<file path="src/rtl/pwac_pkg.sv">
package pwac_pkg;
    typedef enum logic [1:0] {
        LVL_USER = 2'd0,
        LVL_MFG1 = 2'd1,
        LVL_MFG2 = 2'd2
    } lvl_e;

    typedef enum logic [2:0] {
        RG_LOW_PROT,
        RG_LOW_RO,
        RG_LOW_OPEN,
        RG_ENTRY,
        RG_TSEL,
        RG_UPPER
    } region_e;
endpackage

</file>
<file path="src/rtl/pwac_entry_reg.sv">
module pwac_entry_reg #(
    parameter int PW_W   = 32,
    parameter int DATA_W = 8,
    parameter int TSEL_W = 2,
    localparam int PW_BYTES = PW_W / DATA_W,
    localparam int IDX_W    = $clog2(PW_BYTES)
) (
    input  logic              clk,
    input  logic              rst_n,
    input  logic              wr_entry,
    input  logic [IDX_W-1:0]  entry_idx,
    input  logic              wr_tsel,
    input  logic [DATA_W-1:0] wdata,
    output logic [PW_W-1:0]   entry,
    output logic [TSEL_W-1:0] tsel
);
    // Byte 0 of the window is the most significant byte.
    for (genvar i = 0; i < PW_BYTES; i++) begin : g_byte
        always_ff @(posedge clk or negedge rst_n) begin
            if (!rst_n) begin
                entry[PW_W-1-i*DATA_W -: DATA_W] <= '1;
            end else if (wr_entry && entry_idx == IDX_W'(i)) begin
                entry[PW_W-1-i*DATA_W -: DATA_W] <= wdata;
            end
        end
    end

    always_ff @(posedge clk or negedge rst_n) begin
        if (!rst_n) begin
            tsel <= '0;
        end else if (wr_tsel) begin
            tsel <= wdata[TSEL_W-1:0];
        end
    end
endmodule

</file>
<file path="src/rtl/pwac_level_cmp.sv">
module pwac_level_cmp
    import pwac_pkg::*;
#(
    parameter int PW_W = 32
) (
    input  logic [PW_W-1:0] entry,
    input  logic [PW_W-1:0] pw_lvl1,
    input  logic [PW_W-1:0] pw_lvl2,
    output lvl_e            level
);
    // Level 2 is checked first so it wins when both passwords are equal.
    always_comb begin
        if (entry == pw_lvl2)      level = LVL_MFG2;
        else if (entry == pw_lvl1) level = LVL_MFG1;
        else                       level = LVL_USER;
    end
endmodule

</file>
<file path="src/rtl/pwac_region_dec.sv">
module pwac_region_dec
    import pwac_pkg::*;
#(
    parameter int              ADDR_W     = 8,
    parameter int              PW_BYTES   = 4,
    parameter logic [ADDR_W-1:0] ENTRY_BASE = 8'h7B,
    parameter logic [ADDR_W-1:0] TSEL_ADDR  = 8'h7F,
    parameter logic [ADDR_W-1:0] RO_ADDR    = 8'h6E,
    parameter logic [ADDR_W-1:0] OPEN_ADDR  = 8'h6F,
    localparam int IDX_W = $clog2(PW_BYTES)
) (
    input  logic [ADDR_W-1:0] addr,
    output region_e           region,
    output logic [IDX_W-1:0]  entry_idx
);
    localparam logic [ADDR_W-1:0] ENTRY_LAST = ENTRY_BASE + ADDR_W'(PW_BYTES - 1);

    assign entry_idx = addr[IDX_W-1:0] - ENTRY_BASE[IDX_W-1:0];

    always_comb begin
        if (addr[ADDR_W-1])                                region = RG_UPPER;
        else if (addr == RO_ADDR)                          region = RG_LOW_RO;
        else if (addr == OPEN_ADDR)                        region = RG_LOW_OPEN;
        else if (addr >= ENTRY_BASE && addr <= ENTRY_LAST) region = RG_ENTRY;
        else if (addr == TSEL_ADDR)                        region = RG_TSEL;
        else                                               region = RG_LOW_PROT;
    end
endmodule

</file>
<file path="src/rtl/pwac_access_gate.sv">
module pwac_access_gate
    import pwac_pkg::*;
#(
    parameter int DATA_W    = 8,
    parameter int TSEL_W    = 2,
    parameter int MAX_TABLE = 3
) (
    input  region_e           region,
    input  lvl_e              level,
    input  logic [TSEL_W-1:0] tsel,
    input  logic              acc_rd,
    input  logic              acc_wr,
    input  logic [DATA_W-1:0] wdata,
    input  logic [DATA_W-1:0] store_rdata,
    output logic              rd_allow,
    output logic              wr_allow,
    output logic [DATA_W-1:0] rd_data,
    output logic              wr_entry,
    output logic              wr_tsel
);
    logic rd_ok, wr_ok, int_rd, is_l2, is_l1p;

    assign is_l2  = (level == LVL_MFG2);
    assign is_l1p = (level != LVL_USER);

    always_comb begin
        rd_ok    = 1'b0;
        wr_ok    = 1'b0;
        int_rd   = 1'b0;
        wr_entry = 1'b0;
        wr_tsel  = 1'b0;
        unique case (region)
            RG_LOW_PROT: begin rd_ok = 1'b1; wr_ok = is_l2; end
            RG_LOW_RO:   begin rd_ok = 1'b1; end
            RG_LOW_OPEN: begin rd_ok = 1'b1; wr_ok = 1'b1; end
            RG_ENTRY:    begin wr_entry = acc_wr; end
            RG_TSEL: begin
                wr_tsel = acc_wr && (wdata <= DATA_W'(MAX_TABLE));
                int_rd  = acc_rd;
            end
            RG_UPPER: begin
                unique case (tsel)
                    TSEL_W'(0): begin rd_ok = 1'b0;   wr_ok = 1'b0;   end
                    TSEL_W'(1): begin rd_ok = is_l1p; wr_ok = is_l1p; end
                    default:    begin rd_ok = is_l2;  wr_ok = is_l2;  end
                endcase
            end
            default: begin rd_ok = 1'b0; wr_ok = 1'b0; end
        endcase
    end

    assign rd_allow = acc_rd && rd_ok;
    assign wr_allow = acc_wr && wr_ok;
    assign rd_data  = rd_allow ? store_rdata : (int_rd ? DATA_W'(tsel) : '0);
endmodule

</file>
<file path="src/rtl/pwac_top.sv">
module pwac_top
    import pwac_pkg::*;
#(
    parameter int ADDR_W    = 8,
    parameter int DATA_W    = 8,
    parameter int PW_W      = 32,
    parameter int MAX_TABLE = 3,
    localparam int TSEL_W   = $clog2(MAX_TABLE + 1),
    localparam int PW_BYTES = PW_W / DATA_W,
    localparam int IDX_W    = $clog2(PW_BYTES)
) (
    input  logic              clk,
    input  logic              rst_n,
    input  logic [ADDR_W-1:0] acc_addr,
    input  logic [DATA_W-1:0] acc_wdata,
    input  logic              acc_wr,
    input  logic              acc_rd,
    input  logic [DATA_W-1:0] store_rdata,
    input  logic [PW_W-1:0]   pw_lvl1,
    input  logic [PW_W-1:0]   pw_lvl2,
    output logic [1:0]        access_level,
    output logic [TSEL_W-1:0] table_sel,
    output logic              rd_allow,
    output logic              wr_allow,
    output logic [DATA_W-1:0] rd_data
);
    localparam logic [ADDR_W-1:0] ENTRY_BASE = ADDR_W'(8'h7B);
    localparam logic [ADDR_W-1:0] TSEL_ADDR  = ADDR_W'(8'h7F);
    localparam logic [ADDR_W-1:0] RO_ADDR    = ADDR_W'(8'h6E);
    localparam logic [ADDR_W-1:0] OPEN_ADDR  = ADDR_W'(8'h6F);
    localparam logic [ADDR_W-1:0] ID_END     = ADDR_W'(8'h60);

    region_e          region;
    lvl_e             level;
    logic [IDX_W-1:0] entry_idx;
    logic [PW_W-1:0]  entry;
    logic             wr_entry, wr_tsel;

    pwac_region_dec #(
        .ADDR_W(ADDR_W), .PW_BYTES(PW_BYTES), .ENTRY_BASE(ENTRY_BASE),
        .TSEL_ADDR(TSEL_ADDR), .RO_ADDR(RO_ADDR), .OPEN_ADDR(OPEN_ADDR)
    ) u_dec (
        .addr(acc_addr), .region(region), .entry_idx(entry_idx)
    );

    pwac_entry_reg #(.PW_W(PW_W), .DATA_W(DATA_W), .TSEL_W(TSEL_W)) u_regs (
        .clk(clk), .rst_n(rst_n), .wr_entry(wr_entry), .entry_idx(entry_idx),
        .wr_tsel(wr_tsel), .wdata(acc_wdata), .entry(entry), .tsel(table_sel)
    );

    pwac_level_cmp #(.PW_W(PW_W)) u_cmp (
        .entry(entry), .pw_lvl1(pw_lvl1), .pw_lvl2(pw_lvl2), .level(level)
    );

    pwac_access_gate #(.DATA_W(DATA_W), .TSEL_W(TSEL_W), .MAX_TABLE(MAX_TABLE)) u_gate (
        .region(region), .level(level), .tsel(table_sel), .acc_rd(acc_rd),
        .acc_wr(acc_wr), .wdata(acc_wdata), .store_rdata(store_rdata),
        .rd_allow(rd_allow), .wr_allow(wr_allow), .rd_data(rd_data),
        .wr_entry(wr_entry), .wr_tsel(wr_tsel)
    );

    assign access_level = level;

    assert_low_wr_needs_l2_R7: assert property (@(posedge clk) disable iff (!rst_n)
        (wr_allow && acc_addr < ID_END) |-> access_level == 2'd2);

    assert_tsel_keeps_R6: assert property (@(posedge clk) disable iff (!rst_n)
        (acc_wr && acc_addr == TSEL_ADDR && acc_wdata > DATA_W'(MAX_TABLE)) |=> $stable(table_sel));

    assert_entry_masked_R5: assert property (@(posedge clk) disable iff (!rst_n)
        (acc_rd && acc_addr >= ENTRY_BASE && acc_addr < TSEL_ADDR) |-> (!rd_allow && rd_data == '0));

    assert_table0_closed_R9: assert property (@(posedge clk) disable iff (!rst_n)
        (acc_addr[ADDR_W-1] && table_sel == '0) |-> (!rd_allow && !wr_allow));

    assert_io_readonly_R8: assert property (@(posedge clk) disable iff (!rst_n)
        (acc_wr && acc_addr == RO_ADDR) |-> !wr_allow);
endmodule

</file>
<file path="config.mk">
export PLATFORM = sky130hd
export DESIGN_NAME = pwac_top
export DESIGN_NICKNAME = d
export VERILOG_FILES = /design/src/rtl/pwac_pkg.sv /design/src/rtl/pwac_entry_reg.sv /design/src/rtl/pwac_level_cmp.sv /design/src/rtl/pwac_region_dec.sv /design/src/rtl/pwac_access_gate.sv /design/src/rtl/pwac_top.sv
export SDC_FILE = /design/constraint.sdc
export NUM_CORES = 1
export LEC_CHECK = 0
export BUFFER_PORTS_ARGS = -buffer_cell sky130_fd_sc_hd__clkbuf_2
export CAP_MARGIN = 0
export CORE_MARGIN = 1.5
export CORE_UTILIZATION = 50
export DETAILED_ROUTE_END_ITERATION = 8
export GPL_TIMING_DRIVEN = 0
export PLACE_DENSITY = 0.84
export SYNTH_ARGS = -nofsm -noshare
export SYNTH_HDL_FRONTEND = slang
export SYNTH_HIERARCHICAL = 1
export SYNTH_SLANG_ARGS = --single-unit
export TNS_END_PERCENT = 30
</file>
<file path="constraint.sdc">
create_clock -name clk -period 6.6 [get_ports clk]
set_clock_uncertainty 0.05 [all_clocks]
set_input_delay 0.66 -clock clk [delete_from_list [all_inputs] [get_ports clk]]
set_output_delay 0.66 -clock clk [all_outputs]
set_load 0.05 [all_outputs]
</file>
* Word level (Yosys, flattened, before mapping)
Index checks and enable logic that the tools add are counted.
** Word-level totals
- Flip-flop bits (word level) :: 34
- Latch bits :: 0
- RAM bits :: 0
- Memory bits (read-only) :: 0
- Input bits :: 92
- Output and inout bits :: 14
- Logic and storage cells :: 52
- Memories kept :: 0
** Operators by class
- Add/subtract/negate cells :: 1
- Multiply operators :: 0
- Div/mod/pow operators :: 0
- $lt $le $gt $ge :: 3
- Equal/unequal tests :: 15
- Shifts and indexed selects :: 0
- Muxes and demuxes :: 15
- Bitwise gates (word level) :: 0
- Reduce and logical (&&, ||, !) cells :: 13
** Operator list (number)
- $eq A32 B32 Y1 :: 2
- $eq A8 B7 Y1 const B :: 3
- $mux W3 :: 5
- $ge A8 B7 Y1 const B :: 1
- $le A8 B2 Y1 const B :: 1
- $le A8 B7 Y1 const B :: 1
- $logic_and A1 B1 Y1 :: 8
- $mux W8 :: 1
- $eq A2 B2 Y1 const B :: 3
- $eq A3 B2 Y1 const B :: 2
- $eq A3 B3 Y1 const B :: 2
- $eq A2 B1 Y1 const B :: 2
- $logic_not A2 Y1 :: 2
- $mux W1 :: 4
- $mux W2 :: 2
- $pmux W1 S2 :: 2
- $eq A3 B1 Y1 const B :: 1
- $logic_not A3 Y1 :: 1
- $pmux W1 S3 :: 1
- $reduce_or A3 Y1 :: 1
- $reduce_bool A2 Y1 :: 1
- $sub A2 B2 Y2 const B :: 1

* Logic depth before layout (Yosys ltp)
Gate-level depths: netlist of run 1.
- Depth in word-level cells :: 11
- Depth in mapped cells :: 9
- Depth with buffers taken out :: 9

* Hierarchy
The synthesis of run 1 kept the hierarchy.
** Modules (own cells, without submodules)
- pwac_entry_reg :: times used 1, cells each 72, area an instance 1325.0 um2, sequential area each 890.9 um2
- pwac_level_cmp :: times used 1, cells each 86, area an instance 743.2 um2, sequential area each 0.0 um2
- pwac_access_gate :: times used 1, cells each 37, area an instance 209.0 um2, sequential area each 0.0 um2
- pwac_region_dec :: times used 1, cells each 17, area an instance 135.1 um2, sequential area each 0.0 um2

* Least setup slack after synthesis of run 1
OpenSTA, ideal clock, no wires.
- Kind :: input to output
- Start :: input port pw_lvl2[31]
- End :: output port rd_allow
- Arrival time :: 3.253 ns
- Required time :: 5.890 ns
- Path slack :: 2.637 ns
- Stages :: 7
- Path buffers :: 0
- Cell sequence :: xor2_1 nor4_2 nand4_1 nor2_1 o21ai_2 o31a_4 nor2b_1
** On the way
- Longest elaborated chain between the ends :: 6
- Elaborated cells on any way between the ends :: 7
** Ends and longest elaborated chain
- from (decl) :: line pwac_top.sv:20 : input logic [PW_W-1:0] pw_lvl2,
- $eq A32 B32 Y1 * :: line pwac_level_cmp.sv:13 : if (entry == pw_lvl2) level = LVL_MFG2;
- $mux W2 * :: line pwac_level_cmp.sv:13
- named net access_level[1] :: line pwac_top.sv:21 : output logic [1:0] access_level,
- $eq A2 B2 Y1 / $reduce_bool A2 Y1 (equally long branches) :: line pwac_access_gate.sv:23, pwac_access_gate.sv:24
- $pmux W1 S2 * :: line pwac_access_gate.sv:42 : unique case (tsel)
- $pmux W1 S2 * :: line pwac_access_gate.sv:32 : unique case (region)
- $logic_and A1 B1 Y1 * :: line pwac_access_gate.sv:52 : assign rd_allow = acc_rd && rd_ok;
- to (decl) :: line pwac_top.sv:23 : output logic rd_allow,
Mark *: on every way through the listed nets, which the timed path passes. The rest lies on a longest branch.

* Final worst setup path of run 1
- Start :: register u_regs.entry[19]
- End :: output port wr_allow
** On the way
- Longest elaborated chain between the ends :: 7
- Elaborated cells on any way between the ends :: 9
** Ends and longest elaborated chain
- from (decl) :: line pwac_entry_reg.sv:14 : output logic [PW_W-1:0] entry,
- from (signal, indexed assignment) :: line pwac_entry_reg.sv:23 : entry[PW_W-1-i*DATA_W -: DATA_W] <= wdata;
- $eq A32 B32 Y1 :: line pwac_level_cmp.sv:14 : else if (entry == pw_lvl1) level = LVL_MFG1;
- $mux W1 :: line pwac_level_cmp.sv:14
- $mux W2 * :: line pwac_level_cmp.sv:13
- $eq A2 B2 Y1 / $reduce_bool A2 Y1 (equally long branches) :: line pwac_access_gate.sv:23, pwac_access_gate.sv:24
- $pmux W1 S2 :: line pwac_access_gate.sv:42
- $pmux W1 S3 * :: line pwac_access_gate.sv:32
- $logic_and A1 B1 Y1 * :: line pwac_access_gate.sv:53 : assign wr_allow = acc_wr && wr_ok;
- to (decl) :: line pwac_top.sv:24 : output logic wr_allow,
Mark *: on every way between the ends. The rest lies on a longest branch, timed or not.

==> results of run 1 <==
[state kept, by name, summed over array words and instances, names as in the netlist]
name and count:
u_regs/entry 32, u_regs/tsel 2
[per-layer routing]
layer	GRT usage [%]	wire length (um)	share of wire [%]
met5	0	0	0
met4	7.34	98	1.5
met3	5.00	450	7.0
met2	46.2	3370	52
met1	28.6	2520	39
[cell type report]
type	count	area, sq um
fillers	369	1580
well taps	54	67.6
clock inverters	1	30.0
flip-flops and latches	34	891
repair buffers	105	526
inverters	5	18.8
clock buffers	7	76.3
multi-input cells	173	1500
[final timing paths]
kind	cells past startpoint	start	to
worst max-delay path	8	u_regs/entry[19]$_DFFE_PN1P_	wr_allow
worst min-delay path	1	rst_n	u_regs/tsel[1]$_DFFE_PN0P_
worst max register to register	1	u_regs/tsel[1]$_DFFE_PN0P_	u_regs/tsel[1]$_DFFE_PN0P_
worst min register to register	1	u_regs/tsel[0]$_DFFE_PN0P_	u_regs/tsel[0]$_DFFE_PN0P_
max in group asynchronous	1	rst_n	u_regs/tsel[0]$_DFFE_PN0P_
min in group clk	1	u_regs/tsel[0]$_DFFE_PN0P_	u_regs/tsel[0]$_DFFE_PN0P_
[worst max-delay path, stage by stage, from the launching register on]
cell	delay (ns)
dfstp_2	0.56
xor2_1	0.10
nor4_1	0.44
nand4_1	0.22
o211a_1	0.31
nand2b_1	0.16
a2111oi_0	0.46
a41o_1	0.14
clkbuf_2	0.28
[cells in the final DEF (no fill, tap or decap), types with 5 or more instances in the layout]
cell,Yosys,layout
dfstp_2,32,32
clkbuf_8,0,5
nor2_1,8,8
clkbuf_2,0,105
xnor2_1,32,32
nor4_2,7,7
inv_1,5,5
nand4_1,11,11
nand2_1,11,11
mux2_2,34,34
xor2_1,32,32
[kinds of logic (layout without fill, tap and decap cells)]
kind of cell,Yosys count,in the layout,synth area share [%]
xor gates and xnor gates,64,64,23.2
and+or+nand+nor,59,59,16.7
muxes,34,34,15.9
DFF,34,34,36.9
AOI/OAI and AO/OA,14,14,5.45
buffers and inverters,5,118,0.778
adders and majority gates,2,2,1.04
[through the flow]
stage / area (sq um) / cells / utilization [%]
3_3_place_gp: 3010 / 371 / 64.1
5_1_grt: 3110 / 379 / 66.3
6_report: 3110 / 379 / 66.3
4_1_cts: 3110 / 379 / 66.3
2_1_floorplan: 2410 / 212 / -
3_5_place_dp: 3010 / 371 / 64.1
[where the power goes]
part           total [uW]  switching (uW)  internal, uW  leakage (uW)
clock network         184            70.7           113     0.0000524
logic                97.5            53.3          44.3       0.00107
registers             220            4.38           215      0.000358
==> out/metrics.yaml, run 1 <==
floorplan:
  dieWidth_um: 72.5
  initial_core_util_pct: 51.4
  rows: 25
  ios: 106
  die-height_um: 72.5
  coreArea_sq_um: 4690
  dieArea_sq_um: 5250
routing:
  vias: 2097
  totalWireLength_mm: 6.44
  drc: 0
  wl_per_cell_um: 17.0
  detail-route-antenna-nets: 0
  drt_iter0_drc: 83
  drt_first_pass_iters: 4
  viasPerCell: 5.53
synth:
  syn_area_per_cell_sq_um: 11.4
  synth_top_area_share_pct: 34.9
  synth-edff-count: 0
  ys_top_cells_by_area: "dfstp_2, mux2_2, xnor2_1"
  synth-main-ff-cell: "dfstp_2"
  synthArstFlopShare_pct: 100
  yosysSeqAreaShare_pct: 36.9
  ys_ff_latch: 34
  yosysUniqueCellTypes: 37
  netlist_area_sq_um: 2410
  yosys_warnings: 6
  synthTopCellsByCount: "mux2_2, dfstp_2, xnor2_1, xor2_1"
  netlist_instances: 212
  synth.most_common_cell: "mux2_2"
  yosysTopAreaCell: "dfstp_2"
  synth_nets: 306
finish:
  fin_nets: 418
  drive_above_1_share_pct: 59.7
  area_growth_pct: 29.0
  antenna_cells: 0
power:
  power.leakage_uw: 0.00148
  powerDensity_nw_per_um2: 161
  power.total_uw: 501
  ir_worst_vdd_mv: 0.106
sta:
  post-route-period-util_pct: 55.3
  setup_viol: 0
  min_period_ns: 3.65
  worst_pin_slew_ns: 0.845
  slew_viol_final: 0
  grt_setup_unrepaired: "false"
  fin_tns_setup_ns: 0
  max-slew-margin-rel_pct: 43.7
  fin_ws_ns: 2.95
  hold_violations: 0
  timing.fmax_ghz: 0.274
  whs_ns: 0.439
clock_tree:
  numCtsBuffers: 5
  clkTransAtPathRegs_ns: 0.06
  cts_tree: "built"
  cts_setup_buffers: 0
  htree_levels: 2
  clock_latency_ns: 0.28
  cts_hold_buf: 0
  clock_path_buffers: 2
  clock-sinks: 34
  ctsResizeCount: 0
  root_buffer: "clkbuf_8"
critical_path:
  crit_type: "register to primary output"
  required_ns: 5.89
  start_kind: "register"
  crit_arrival_ns: 2.94
  reg2reg_slack_ns: 5.71
  cp-end-kind: "primary output"
  cp_max_fo: 4
job:
  max_cap_violations: 0
placed_design:
  gp_congestion: 0.828
  io_buffers: 105
  hpwl_mm: 4.87
  place_ws_ns: 2.97
worst_hold_path:
  holdCritPathClass: "input pin to async pin"
global_routing:
  grt_antenna_before_repair: 0
  grt_max_degree: 35
  grt_overflow: 0
  track_usage_pct: 24.8
  grt_pass1_vias: 2090
  grt_first_pass_wirelength_mm: 9.82
status:
  outcome: "complete, no violations"
(Power assumes the default switching activity.)
==> run 2, diff against run 1 <==
- CORE_UTILIZATION: 50 -> 48
- PLACE_DENSITY: 0.84 -> 0.81
- clock period: 6.6 -> 3.5 ns (I/O delays scaled with it)
==> run 2 against run 1 <==
Global-route usage fell by 2.1 points. Non-clock buffer count unchanged. Combinational power rose by 86%.
==> out/metrics.yaml, run 2 (synthesis gave the netlist of run 1 again) <==
critical_path:
  reg2reg_slack_ns: 2.64  # -3.07 ns
  cp_slowest_cell: "dfstp_2"
  crit_path_max_incr_delay_ns: 0.57  # about the same
  worstRegToRegCells: 1  # unchanged
  path_cells: "xor2_1 -> nor4_1 -> nand4_1 -> o211a_1 -> nand2b_1 -> a2111oi_0 -> a41o_1 -> clkbuf_2"
  cp-end-kind: "primary output"
  crit_type: "register to primary output"
  crit_arrival_ns: 2.79  # -0.15 ns
  required_ns: 3.10  # -2.79 ns
  r2r_end: "u_regs/tsel[1]$_DFFE_PN0P_"
  start_kind: "register"
  reg2reg_from: "u_regs/tsel[1]$_DFFE_PN0P_"
  cp_max_fo: 4  # unchanged
routing:
  wl_per_cell_um: 14.9  # -12%
  drt_first_pass_iters: 4  # unchanged
  drt_iter0_drc: 118  # +42%
  detail-route-antenna-nets: 0  # unchanged
  drc: 0  # unchanged
  vias: 2023  # -3.5%
  totalWireLength_mm: 5.85  # -9.2%
  viasPerCell: 5.16  # -6.7%
placed_design:
  gp_congestion: 0.843  # +1.8%
  place_ws_ns: 0.221  # -2.74 ns
  io_buffers: 105  # unchanged
  dp.cells: 384  # +3.5%
  hpwl_mm: 4.77  # -2.1%
sta:
  grt_setup_unrepaired: "false"
  slew_viol_final: 0  # unchanged
  whs_ns: 0.106  # -0.333 ns
  min_period_ns: 3.19
  fin_ws_ns: 0.311  # -2.64 ns
  hold_violations: 0  # unchanged
  worst_pin_slew_ns: 0.814  # -0.0305 ns
  timing.fmax_ghz: 0.314
  setup_viol: 0  # unchanged
  max-slew-margin-rel_pct: 45.7  # +2.0 points
  fin_tns_setup_ns: 0  # unchanged
  post-route-period-util_pct: 91.1
floorplan:
  dieWidth_um: 73.9  # +2.0%
  coreArea_sq_um: 4790  # +2.0%
  rows: 25  # unchanged
  initial_core_util_pct: 50.4  # -1.0 points
  die-height_um: 73.9  # +2.0%
  dieArea_sq_um: 5460  # +4.0%
  ios: 106  # unchanged
worst_hold_path:
  holdCritPathClass: "input pin to async pin"
clock_tree:
  htree_levels: 2  # unchanged
  cts_hold_buf: 0  # unchanged
  clkTransAtPathRegs_ns: 0.07  # about the same
  cts_setup_buffers: 0  # unchanged
  clock_latency_ns: 0.29  # about the same
  clock_path_buffers: 2  # unchanged
  root_buffer: "clkbuf_8"
  numCtsBuffers: 5  # unchanged
  cts_tree: "built"
  ctsResizeCount: 0  # unchanged
  clock-sinks: 34  # unchanged
finish:
  drive_above_1_share_pct: 60.3  # +0.62 points
  largest_reg_flops: 32  # unchanged
  fin_cells: 392  # +3.4%
  fin_nets: 418  # unchanged
  final_common_cell: "clkbuf_2"
  utilization_pct: 65.4  # -0.88 points
  regMostFlops: "u_regs/entry"
  reg_top3: "u_regs/entry x32, u_regs/tsel x2"
  antenna_cells: 0  # unchanged
  fillerInstances: 384  # +4.1%
  area_growth_pct: 29.8
  layout_common_cells: "clkbuf_2, mux2_2, xor2_1, xnor2_1, dfstp_2"
job:
  max_cap_violations: 0  # unchanged
global_routing:
  grt_pass1_vias: 1970  # -5.7%
  grt_antenna_before_repair: 0  # unchanged
  grt_max_degree: 35  # unchanged
  track_usage_pct: 22.8  # -2.1 points
  grt_overflow: 0  # unchanged
  grt_first_pass_wirelength_mm: 9.09  # -7.4%
status:
  outcome: "complete, no violations"
power:
  power.leakage_uw: 0.00149  # +0.34%
  powerDensity_nw_per_um2: 297  # +85%
  ir_worst_vdd_mv: 0.186  # +76%
==> run 2: changes by cell type in the layout (fill, tap and decap cells not counted), sizes merged <==
cell | before | now
bufinv | 1 | 0
clkbuf | 112 | 113
==> run 2: critical path: cells and delay by family (launching register included) <==
family	cells	cell delay (ns)
compound gates	3	0.88
xor+xnor	1	0.07
buf+inv	1	0.28
flops	1	0.57
simple gates	3	0.71
==> run 2: stage by stage <==
stage / power (uW) / cell area, sq um
after floorplan: 511 / 2410
after global placement: 597 / 3020
after detailed placement: 600 / 3020
after CTS: 941 / 3130
after global routing: 970 / 3130
final: 930 / 3130
==> run 2: worst max-delay path by stage <==
stage                                 startpoint  cells past startpoint  slack (ns)                           end
floorplan           u_regs/entry[31]$_DFFE_PN1P_                      7        0.06                      rd_allow
global placement                     acc_addr[0]                     10        0.27  u_regs/entry[30]$_DFFE_PN1P_
detailed placement                   acc_addr[0]                     10        0.22  u_regs/entry[24]$_DFFE_PN1P_
CTS                 u_regs/entry[19]$_DFFE_PN1P_                      8        0.30                      wr_allow
global route        u_regs/entry[19]$_DFFE_PN1P_                      8        0.06                      wr_allow
finish              u_regs/entry[19]$_DFFE_PN1P_                      8        0.31                      wr_allow
==> run 2: power by group <==
part | internal (uW) | switching, uW | leakage, uW
registers | 406 | 7.84 | 0.000358
logic | 83.4 | 97.2 | 0.00107
clock network | 198 | 138 | 0.0000575
total | 688 | 243 | 0.00149
==> run 2: final cells by class <==
| type | instances | area, sq um | share of cell area (%) |
|---|---|---|---|
| multi-input cells | 173 | 1500 | 48.0 |
| flip-flops and latches | 34 | 891 | 28.4 |
| repair buffers | 105 | 526 | 16.8 |
| clock buffers | 8 | 110 | 3.52 |
| well taps | 67 | 83.8 | 2.68 |
| inverters | 5 | 18.8 | 0.599 |
==> run 2: routing by layer <==
metal / up-vias / global-route usage (%) / wire [um]
met2: 78 / 40.6 / 2960
met5: - / 0 / 0
met4: 0 / 6.17 / 61
li1: 989 / - / -
met1: 949 / 27.7 / 2460
met3: 7 / 4.66 / 366
==> run 3, diff against run 2 <==
==> constraint.sdc (replaced) <==
create_clock -name clk -period 3.5 [get_ports clk]
set_clock_uncertainty 0.05 [all_clocks]
set_input_delay 0.175 -clock clk [delete_from_list [all_inputs] [get_ports clk]]
set_output_delay 0.175 -clock clk [all_outputs]
set_load 0.05 [all_outputs]
==> run 3 against run 2 <==
Die area unchanged. Worst setup slack improved by 0.19 ns. Core utilization increased by 0.21 points. Non-clock buffer count increased by 1. Sequential cell count unchanged.
==> out/metrics.yaml, run 3 (synthesis gave the netlist of run 1 again) <==
critical_path:
  start_kind: "register"
  crit_arrival_ns: 2.77  # -0.02 ns
  crit_type: "register to primary output"
  cp-end-kind: "primary output"
  required_ns: 3.27  # +0.17 ns
  cp_max_fo: 9  # +5
worst_hold_path:
  holdCritPathClass: "input pin to register"
floorplan:
  coreArea_sq_um: 4790  # unchanged
  dieArea_sq_um: 5460  # unchanged
  dieWidth_um: 73.9  # unchanged
  ios: 106  # unchanged
  die-height_um: 73.9  # unchanged
  initial_core_util_pct: 50.4  # unchanged
  rows: 25  # unchanged
sta:
  slew_viol_final: 0  # unchanged
  min_period_ns: 3.00  # -0.191 ns
  timing.fmax_ghz: 0.334  # +6.4%
  max-slew-margin-rel_pct: 45.9  # +0.22 points
  hold_violations: 0  # unchanged
  setup_viol: 0  # unchanged
  grt_setup_unrepaired: "false"
  whs_ns: 0.145  # +0.0383 ns
  fin_tns_setup_ns: 0  # unchanged
  post-route-period-util_pct: 85.7  # -5.5 points
  worst_pin_slew_ns: 0.811  # -0.00323 ns
global_routing:
  grt_antenna_before_repair: 0  # unchanged
  grt_pass1_vias: 1982  # +0.61%
  met2_usage_pct: 41.0  # +0.40 points
  grt_first_pass_wirelength_mm: 9.13  # +0.45%
  track_usage_pct: 22.9  # +0.12 points
  met1_usage_pct: 27.7  # unchanged
  grt_overflow: 0  # unchanged
  grt.met3_usage_pct: 4.66  # unchanged
  globalRoute.busiestLayer: "met2"
  grt_max_degree: 35  # unchanged
finish:
  antenna_cells: 0  # unchanged
  fin_nets: 419  # +0.24%
  largest_reg_flops: 32  # unchanged
  design_area_sq_um: 3140  # +0.32%
  regMostFlops: "u_regs/entry"
  layout_common_cells: "clkbuf_2, mux2_2, xor2_1, xnor2_1, dfstp_2"
  final_common_cell: "clkbuf_2"
  drive_above_1_share_pct: 60.1  # -0.18 points
  area_growth_pct: 30.2
  reg_top3: "u_regs/entry x32, u_regs/tsel x2"
placed_design:
  placed_cell_area_sq_um: 3020  # unchanged
  hpwl_mm: 4.77  # unchanged
  io_buffers: 105  # unchanged
  gp_congestion: 0.843  # unchanged
power:
  ir_worst_vdd_mv: 0.187  # +0.11%
  power.leakage_uw: 0.00149  # +0.28%
  powerDensity_nw_per_um2: 297  # -0.14%
  power.total_uw: 932  # +0.18%
routing:
  vias: 2022  # -0.049%
  detail-route-antenna-nets: 0  # unchanged
  drc: 0  # unchanged
  drt_first_pass_iters: 4  # unchanged
  wl_per_cell_um: 14.9  # -0.29%
  totalWireLength_mm: 5.85  # about the same
  viasPerCell: 5.15  # -0.30%
  drt_iter0_drc: 120  # +1.7%
clock_tree:
  cts_hold_buf: 1  # +1
  ctsResizeCount: 0  # unchanged
  numCtsBuffers: 5  # unchanged
  clock_latency_ns: 0.29  # about the same
  clkTransAtPathRegs_ns: 0.07  # about the same
  root_buffer: "clkbuf_8"
  clock_path_buffers: 2  # unchanged
  htree_levels: 2  # unchanged
  clock-sinks: 34  # unchanged
  cts_tree: "built"
  cts_setup_buffers: 0  # unchanged
job:
  max_cap_violations: 0  # unchanged
status:
  outcome: "complete, no violations"
-- run 3: cell count changes in the layout (fill, tap and decap cells not counted) --
cell           delta
dlygate4sd3_1     +1
-- run 3: cell type report --
type / count / area [sq um]
clock buffers: 8 / 110
fillers: 383 / 1640
inverters: 5 / 18.8
multi-input cells: 173 / 1500
flip-flops and latches: 34 / 891
well taps: 67 / 83.8
repair buffers: 106 / 536
-- run 3: routing by layer --
metal / routed length, um / up-vias
li1: - / 992
met1: 2450 / 944
met2: 2960 / 79
met3: 379 / 7
met4: 61 / 0
met5: 0 / -
-- run 3: through the flow --
| stage | cells | worst slack [ns] | utilization [%] |
|---|---|---|---|
| CTS | 393 | 0.475 | 65.6 |
| finish | 393 | 0.502 | 65.6 |
| detailed placement | 384 | 0.396 | 63.1 |
| global placement | 384 | 0.448 | 63.1 |
| global route | 393 | 0.232 | 65.6 |
| floorplan | 212 | 0.232 | - |
-- run 3: power by group --
part / switching (uW) / total (uW) / internal, uW
combinational: 97.3 / 181 / 84.2
sequential: 7.86 / 414 / 406
clock: 138 / 337 / 198
total: 244 / 932 / 688
-- run 3: critical path: stages, from the launching register on --
cell      delay [ns]
dfstp_2         0.58
xnor2_1         0.13
nand4_1         0.16
nor4_1          0.39
o211a_1         0.28
o21ai_2         0.08
o31a_4          0.43
o21ai_2         0.14
clkbuf_2        0.28
-- run 3: final timing paths --
path | startpoint | endpoint | slack [ns] | cells past startpoint
setup / recovery | u_regs/entry[22]$_DFFE_PN1P_ | rd_data[0] | 0.50 | 8
hold / removal | acc_wdata[0] | u_regs/entry[16]$_DFFE_PN1P_ | 0.14 | 2
setup reg to reg | u_regs/tsel[1]$_DFFE_PN0P_ | u_regs/tsel[1]$_DFFE_PN0P_ | 2.64 | 1
hold reg to reg | u_regs/tsel[0]$_DFFE_PN0P_ | u_regs/tsel[0]$_DFFE_PN0P_ | 0.52 | 1
max in group asynchronous | rst_n | u_regs/tsel[1]$_DFFE_PN0P_ | 2.42 | 2
min in group asynchronous | rst_n | u_regs/tsel[0]$_DFFE_PN0P_ | 0.48 | 2
